$ cat config.mk
export PLATFORM = sky130hd
export DESIGN_NAME = lc_state_ctrl
export DESIGN_NICKNAME = d
export VERILOG_FILES = /design/src/rtl/lc_pkg.sv /design/src/rtl/lc_rst_sync.sv /design/src/rtl/lc_mode_fsm.sv /design/src/rtl/lc_perm_map.sv /design/src/rtl/lc_state_ctrl.sv
export SDC_FILE = /design/constraint.sdc
export NUM_CORES = 1
export LEC_CHECK = 0
export ABC_AREA = 1
export CORE_MARGIN = 3
export CORE_UTILIZATION = 21
export CTS_CLUSTER_DIAMETER = 200
export DETAILED_ROUTE_END_ITERATION = 8
export PLACE_DENSITY = 0.86
export SYNTH_ARGS = -nofsm -noshare
export SYNTH_HDL_FRONTEND = slang
export SYNTH_HIERARCHICAL = 1
export SYNTH_SLANG_ARGS = --single-unit
$ cat constraint.sdc
create_clock -name clk -period 3.1 [get_ports clk]
set_input_delay 0.62 -clock clk [delete_from_list [all_inputs] [get_ports clk]]
set_output_delay 0.62 -clock clk [all_outputs]
set_load 0.02 [all_outputs]
$ cat src/rtl/lc_pkg.sv
package lc_pkg;

  typedef enum logic [1:0] {
    LC_OPEN    = 2'b00,
    LC_CLOSED  = 2'b01,
    LC_INVALID = 2'b11
  } lc_mode_e;

  localparam int unsigned PERM_W = 6;

  // permission bit positions
  localparam int unsigned P_CTRL_RD = 0;
  localparam int unsigned P_CTRL_WR = 1;
  localparam int unsigned P_LOW_RD  = 2;
  localparam int unsigned P_LOW_WR  = 3;
  localparam int unsigned P_UP_RD   = 4;
  localparam int unsigned P_UP_WR   = 5;

endpackage

$ cat src/rtl/lc_rst_sync.sv
module lc_rst_sync #(
  parameter int unsigned STAGES = 2
) (
  input  logic clk,
  input  logic rst_n,
  output logic rst_sync_n
);

  logic [STAGES-1:0] sync_q;

  always_ff @(posedge clk or negedge rst_n) begin
    if (!rst_n) sync_q <= '0;
    else        sync_q <= {sync_q[STAGES-2:0], 1'b1};
  end

  assign rst_sync_n = sync_q[STAGES-1];

endmodule

$ cat src/rtl/lc_mode_fsm.sv
module lc_mode_fsm
  import lc_pkg::*;
#(
  parameter int unsigned ADDR_W = 7
) (
  input  logic              clk,
  input  logic              rst_n,
  input  logic              rd_done,
  input  logic [ADDR_W-1:0] rd_addr,
  input  logic              close_bit,
  input  logic              rd_err,
  input  logic              rd_dist,
  output lc_mode_e          mode_o
);

  lc_mode_e mode_q, mode_d;
  logic     word0_hit;
  logic     tamper;
  logic     mode_en;

  assign word0_hit = rd_done && (rd_addr == '0);
  assign tamper    = rd_err || rd_dist;
  // clock enable: only a word 0 read outside the terminal mode may update
  assign mode_en   = word0_hit && (mode_q != LC_INVALID);

  always_comb begin
    mode_d = mode_q;
    if (mode_en) begin
      if (tamper)         mode_d = LC_INVALID;
      else if (close_bit) mode_d = LC_CLOSED;
      else                mode_d = LC_OPEN;
    end
  end

  always_ff @(posedge clk or negedge rst_n) begin
    if (!rst_n)       mode_q <= LC_CLOSED;
    else if (mode_en) mode_q <= mode_d;
  end

  assign mode_o = mode_q;

  assert_tamper_invalid_R4: assert property (@(posedge clk) disable iff (!rst_n)
    (rd_done && rd_addr == '0 && (rd_err || rd_dist)) |=> (mode_o == LC_INVALID));

  assert_invalid_sticky_R5: assert property (@(posedge clk) disable iff (!rst_n)
    (mode_o == LC_INVALID) |=> (mode_o == LC_INVALID));

  assert_other_word_R6: assert property (@(posedge clk) disable iff (!rst_n)
    (rd_done && rd_addr != '0) |=> $stable(mode_o));

  assert_idle_R9: assert property (@(posedge clk) disable iff (!rst_n)
    (!rd_done) |=> $stable(mode_o));

  assert_close_R3: assert property (@(posedge clk) disable iff (!rst_n)
    (rd_done && rd_addr == '0 && !rd_err && !rd_dist && close_bit &&
     mode_o != LC_INVALID) |=> (mode_o == LC_CLOSED));

  assert_open_R2: assert property (@(posedge clk) disable iff (!rst_n)
    (rd_done && rd_addr == '0 && !rd_err && !rd_dist && !close_bit &&
     mode_o != LC_INVALID) |=> (mode_o == LC_OPEN));

endmodule

$ cat src/rtl/lc_perm_map.sv
module lc_perm_map
  import lc_pkg::*;
#(
  parameter int unsigned DBG_W = 4
) (
  input  lc_mode_e          mode_i,
  output logic [PERM_W-1:0] ns_perm,
  output logic [PERM_W-1:0] s_perm,
  output logic [DBG_W-1:0]  dbg_en
);

  logic is_open;
  logic is_invalid;

  assign is_open    = (mode_i == LC_OPEN);
  assign is_invalid = (mode_i == LC_INVALID);

  always_comb begin
    // control and lower-shadow reads stay available except noted
    ns_perm            = '0;
    ns_perm[P_CTRL_RD] = 1'b1;
    ns_perm[P_CTRL_WR] = is_open;
    ns_perm[P_LOW_RD]  = !is_invalid;
    ns_perm[P_LOW_WR]  = is_open;
    ns_perm[P_UP_RD]   = is_open;
    ns_perm[P_UP_WR]   = is_open;

    s_perm             = '0;
    s_perm[P_CTRL_RD]  = 1'b1;
    s_perm[P_CTRL_WR]  = !is_invalid;
    s_perm[P_LOW_RD]   = 1'b1;
    s_perm[P_LOW_WR]   = !is_invalid;
    s_perm[P_UP_RD]    = !is_invalid;
    s_perm[P_UP_WR]    = !is_invalid;
  end

  for (genvar g = 0; g < DBG_W; g++) begin : g_dbg
    assign dbg_en[g] = is_open;
  end

endmodule

$ cat src/rtl/lc_state_ctrl.sv
module lc_state_ctrl
  import lc_pkg::*;
#(
  parameter int unsigned ADDR_W      = 7,
  parameter int unsigned DATA_W      = 32,
  parameter int unsigned CLOSE_BIT   = 6,
  parameter int unsigned DBG_W       = 4,
  parameter int unsigned SYNC_STAGES = 2
) (
  input  logic              clk,
  input  logic              rst_n,
  input  logic              rd_done,
  input  logic [ADDR_W-1:0] rd_addr,
  input  logic [DATA_W-1:0] rd_data,
  input  logic              rd_err,
  input  logic              rd_dist,
  output logic [1:0]        mode,
  output logic [5:0]        ns_perm,
  output logic [5:0]        s_perm,
  output logic [DBG_W-1:0]  dbg_en
);

  logic     rst_sync_n;
  lc_mode_e mode_w;
  logic     unused_data;

  assign unused_data = ^rd_data;

  lc_rst_sync #(.STAGES(SYNC_STAGES)) u_rst (
    .clk        (clk),
    .rst_n      (rst_n),
    .rst_sync_n (rst_sync_n)
  );

  lc_mode_fsm #(.ADDR_W(ADDR_W)) u_fsm (
    .clk       (clk),
    .rst_n     (rst_sync_n),
    .rd_done   (rd_done),
    .rd_addr   (rd_addr),
    .close_bit (rd_data[CLOSE_BIT]),
    .rd_err    (rd_err),
    .rd_dist   (rd_dist),
    .mode_o    (mode_w)
  );

  lc_perm_map #(.DBG_W(DBG_W)) u_map (
    .mode_i  (mode_w),
    .ns_perm (ns_perm),
    .s_perm  (s_perm),
    .dbg_en  (dbg_en)
  );

  assign mode = mode_w;

  assert_dbg_locked_R8: assert property (@(posedge clk) disable iff (!rst_sync_n)
    (mode != 2'b00) |-> (dbg_en == '0));

  assert_upper_ns_R7: assert property (@(posedge clk) disable iff (!rst_sync_n)
    (mode != 2'b00) |-> (!ns_perm[4] && !ns_perm[5]));

  assert_invalid_secure_R7: assert property (@(posedge clk) disable iff (!rst_sync_n)
    (mode == 2'b11) |-> (!s_perm[4] && !s_perm[5] && !ns_perm[2]));

endmodule

==> results.txt <==
- Length of the first detailed-routing pass in iterations: 2
* CTS HTree Levels: 1
- The final hold violation count came to 0.
* Number of remaining DRC errors: 0
- The first global-routing pass estimated between 1 and 1.5 mm of wire.
- The number of antenna diodes in the final layout is 0.
* Total power per unit cell area: 271.3 nW/um^2
- After filler insertion, the fill cell instance count of the layout stands at between 150 and 200.
* Setup crit end kind: primary output
- After detailed routing, the average wire length per cell comes to ~8.5 um.
* Most frequent cells after synthesis: sky130_fd_sc_hd__buf_4, sky130_fd_sc_hd__inv_1, sky130_fd_sc_hd__nand2_1
- The finished cells cover around 550 um^2.
- In this run the count of I/O pins placed on the die edge is slightly above 60.
* CP required: approximately 2500 ps
* Bufs and invs on worst path: 1
* Starting utilization of the core area: approximately 24%
- Count of endpoints failing setup in the final report: 0
- Simple-gate share of the synthesized area: 22.22%
- By area, the combinational part of the netlist is dominated by buffers and inverters.
* Setup TNS: 0 ps
* Area of the mapped netlist: roughly 340 um^2
* Net count reported at finish: 110
* Area share of fa/ha/maj cells after synthesis: 0%
* Ratio of cells with drive above 1 in the final layout: between 10 and 15%
* Post-synth EDFFs: 0
- Total Routed Length: 681 um
- Portion of the post-synthesis area used by sequential elements: a little under a third
* Worst R2R Setup Slack: approximately 2100 ps
* Cell taking the most area after synthesis: sky130_fd_sc_hd__buf_4
- For this design, the CTS-stage hold fixing added 0 buffers.
* Floorplan row count: 13
* Post-route clock skew: ~3.5 ps
- Post-CTS repair timing setup buffer count: 0
* Number of DRC markers after the initial detailed-route iteration: 1
- Setup repair after global routing left no endpoint under its margin.
- In this run the clock root is driven by a sky130_fd_sc_hd__clkbuf_4.
* Placed wire-length estimate after detailed placement: 628.9 um
- Among all cell types in the netlist, the one instantiated most often is sky130_fd_sc_hd__buf_4.
- Post-synthesis share of cell area spent on xor and xnor gates: 0%
- The run finished with clean final reports.
* CP Data Arrival Time: roughly 1700 ps
- The detail route stage leaves a number of antenna-violating nets equal to 0.
- Gr usage total: 7.171%
* Synthesized instance count: 47
- Class of the worst hold path: flop to async pin
* Minimum clock period: 2297 ps
* Worst path slowest cell: sky130_fd_sc_hd__clkdlybuf4s50_1
- Number of distinct library cell variants in the gate-level netlist after synthesis: 10
- In this run the vertical extent of the chip is 46.11 um.
* Synthesized area per cell: 7.188 um^2
* Pleak: ~0.25 nW
- Fraction of synthesized cell area taken by the top area cell type: 33.33%
* Via count of the first global-routing pass: about 250
- Along the worst path, the maximum fanout reaches 8.
* Total of flip-flops plus latches after synthesis: 4
- Summing the areas of all compound-gate instances in the mapped netlist gives under 10% of the synthesized area.
- Max-cap violations in this run came to 0.
- Cell type group with the largest total delay on the critical path: buffers and inverters
* Via density per instance: ~3.7
- STA classifies the critical path startpoint as a flop.
- Clock Path Buffers: 2
* Delay of the slowest cell on the worst path: 690 ps
- CTS sink cnt: 4
* Crit-path cells: nor2_1 > clkdlybuf4s50_1
- The max-slew violation count is 0.
- Buffers on Ports: 27
* Floorplan die area: 2126 um^2
- After global routing the overflow that remains totals 0.
* Worst voltage drop across the vdd grid: around 0.14 mV
- After floorplanning, the core was sized to cover about 1400 um^2.
- Largest cells by area after synthesis: sky130_fd_sc_hd__buf_4, sky130_fd_sc_hd__dfrtp_1, sky130_fd_sc_hd__dfstp_2
- After clock tree synthesis, the clock-pin slew on the worst setup and hold paths is about 40 ps.
- Total number of yosys warnings: 6
* Clock tree from TritonCTS: done
* Fraction of registers with async set/reset: between 90% and 100%
* Crit path kind: flop to primary output
- Insertion delay to the later sink of the worst-skew pair: about 230 ps
* CTS buffer count: 3
- The portion of synthesized area spent on multiplexers is 0%.
- Timing would allow up to approximately 440 MHz.
* Initial antenna violation count: 0
- Once placement finished, the instance area stood at between 500 and 600 um^2.
* Area growth syn-to-layout: 62.22%
- # resized after CTS: 0
- The routed layout has 293 vias.
- After layout, the worst path uses ~74% of the clock period.
* DIE WIDTH: approximately 46 um
- Routability congestion estimate from global placement: around 0.62
- Maximum number of pins on one net before global-route repair: 9
- Flip-flop cell with the highest count after synthesis: sky130_fd_sc_hd__dfrtp_1
## power breakdown
group          leakage (nW)  internal, mW  switching (mW)
Combinational         0.191        0.0147         0.00845
Clock                0.0150        0.0484          0.0227
Sequential           0.0426        0.0538        0.000597
Total                 0.248         0.117          0.0317
## layout by cell type (no fill, tap or decap)
cell type                         count
sky130_fd_sc_hd__dfrtp_1              3
sky130_fd_sc_hd__inv_1                7
sky130_fd_sc_hd__nand2_1              7
sky130_fd_sc_hd__nand3_1              3
sky130_fd_sc_hd__dfstp_2              1
sky130_fd_sc_hd__o21bai_1             2
sky130_fd_sc_hd__nor2_2               3
sky130_fd_sc_hd__clkbuf_1             1
sky130_fd_sc_hd__clkbuf_4             3
sky130_fd_sc_hd__nor2_1               4
sky130_fd_sc_hd__conb_1               4
sky130_fd_sc_hd__clkdlybuf4s50_1     27
## worst reg2reg max path: cells and delay by family (launching register included)
| kind | cells | cell delay (ps) |
|---|---|---|
| buffers and inverters | 1 | 70 |
| flip-flops | 1 | 550 |
| AND/OR/NAND/NOR | 4 | 220 |
## final timing paths
| kind | start | endpoint | cells past startpoint |
|---|---|---|---|
| min | u_rst/sync_q[1] | u_fsm/mode_o[1] | 0 |
| max | u_fsm/mode_o[1] | dbg_en[1] | 2 |
| min in group clk | u_rst/sync_q[0] | u_rst/sync_q[1] | 0 |
| min reg2reg | u_rst/sync_q[1] | u_fsm/mode_o[1] | 0 |
| max in group asynchronous | rst_n | u_rst/sync_q[0] | 1 |
| max reg2reg | u_fsm/mode_o[0] | u_fsm/mode_o[1] | 5 |
## layout make-up
type                       instances  area (um^2)  area share (%)
multi-input combinational         23        105.1           19.18
tap                               15        18.77           3.425
inverter                           7        26.28           4.795
timing repair buffer              27        270.3           49.31
sequential                         4        101.3           18.49
clock buffer                       4        26.28           4.795
## cells by family after synthesis
kind of cell	after synthesis
buffers and inverters	22
and+or+nand+nor	17
DFF	4
AOI/OAI and AO/OA	2
other	2
## routing by layer
| metal | track usage (%) | up-vias | part of all wire (%) |
|---|---|---|---|
| li1 | - | 154 | - |
| met1 | 5.896 | 123 | 31 |
| met2 | 12.91 | 14 | 60 |
| met3 | 1.172 | 2 | 7.9 |
| met4 | 8.523 | 0 | 1.3 |
| met5 | 0 | - | 0 |
## through the flow
| stage | hold WS, ps | util, % | setup WS [ps] | power [mW] | cells |
|---|---|---|---|---|---|
| final | 23.01 | 39.18 | 803.3 | 0.1487 | 80 |
| after global routing | 36.99 | 39.18 | 682.9 | 0.1573 | 80 |
| after CTS | 27.49 | 39.18 | 745.5 | 0.1538 | 80 |
| after detailed placement | 23.89 | 37.30 | 1011 | 0.07840 | 76 |
| after global placement | 13.64 | 37.30 | 1064 | 0.07778 | 76 |
| after floorplan | 10.08 | - | 1446 | 0.06481 | 49 |
## state kept, by name, summed over array words and instances, names as in the netlist
name and count:
u_fsm/mode_o 2, u_rst/sync_q 2
No activity file was read; power rests on OpenSTA's default activity.
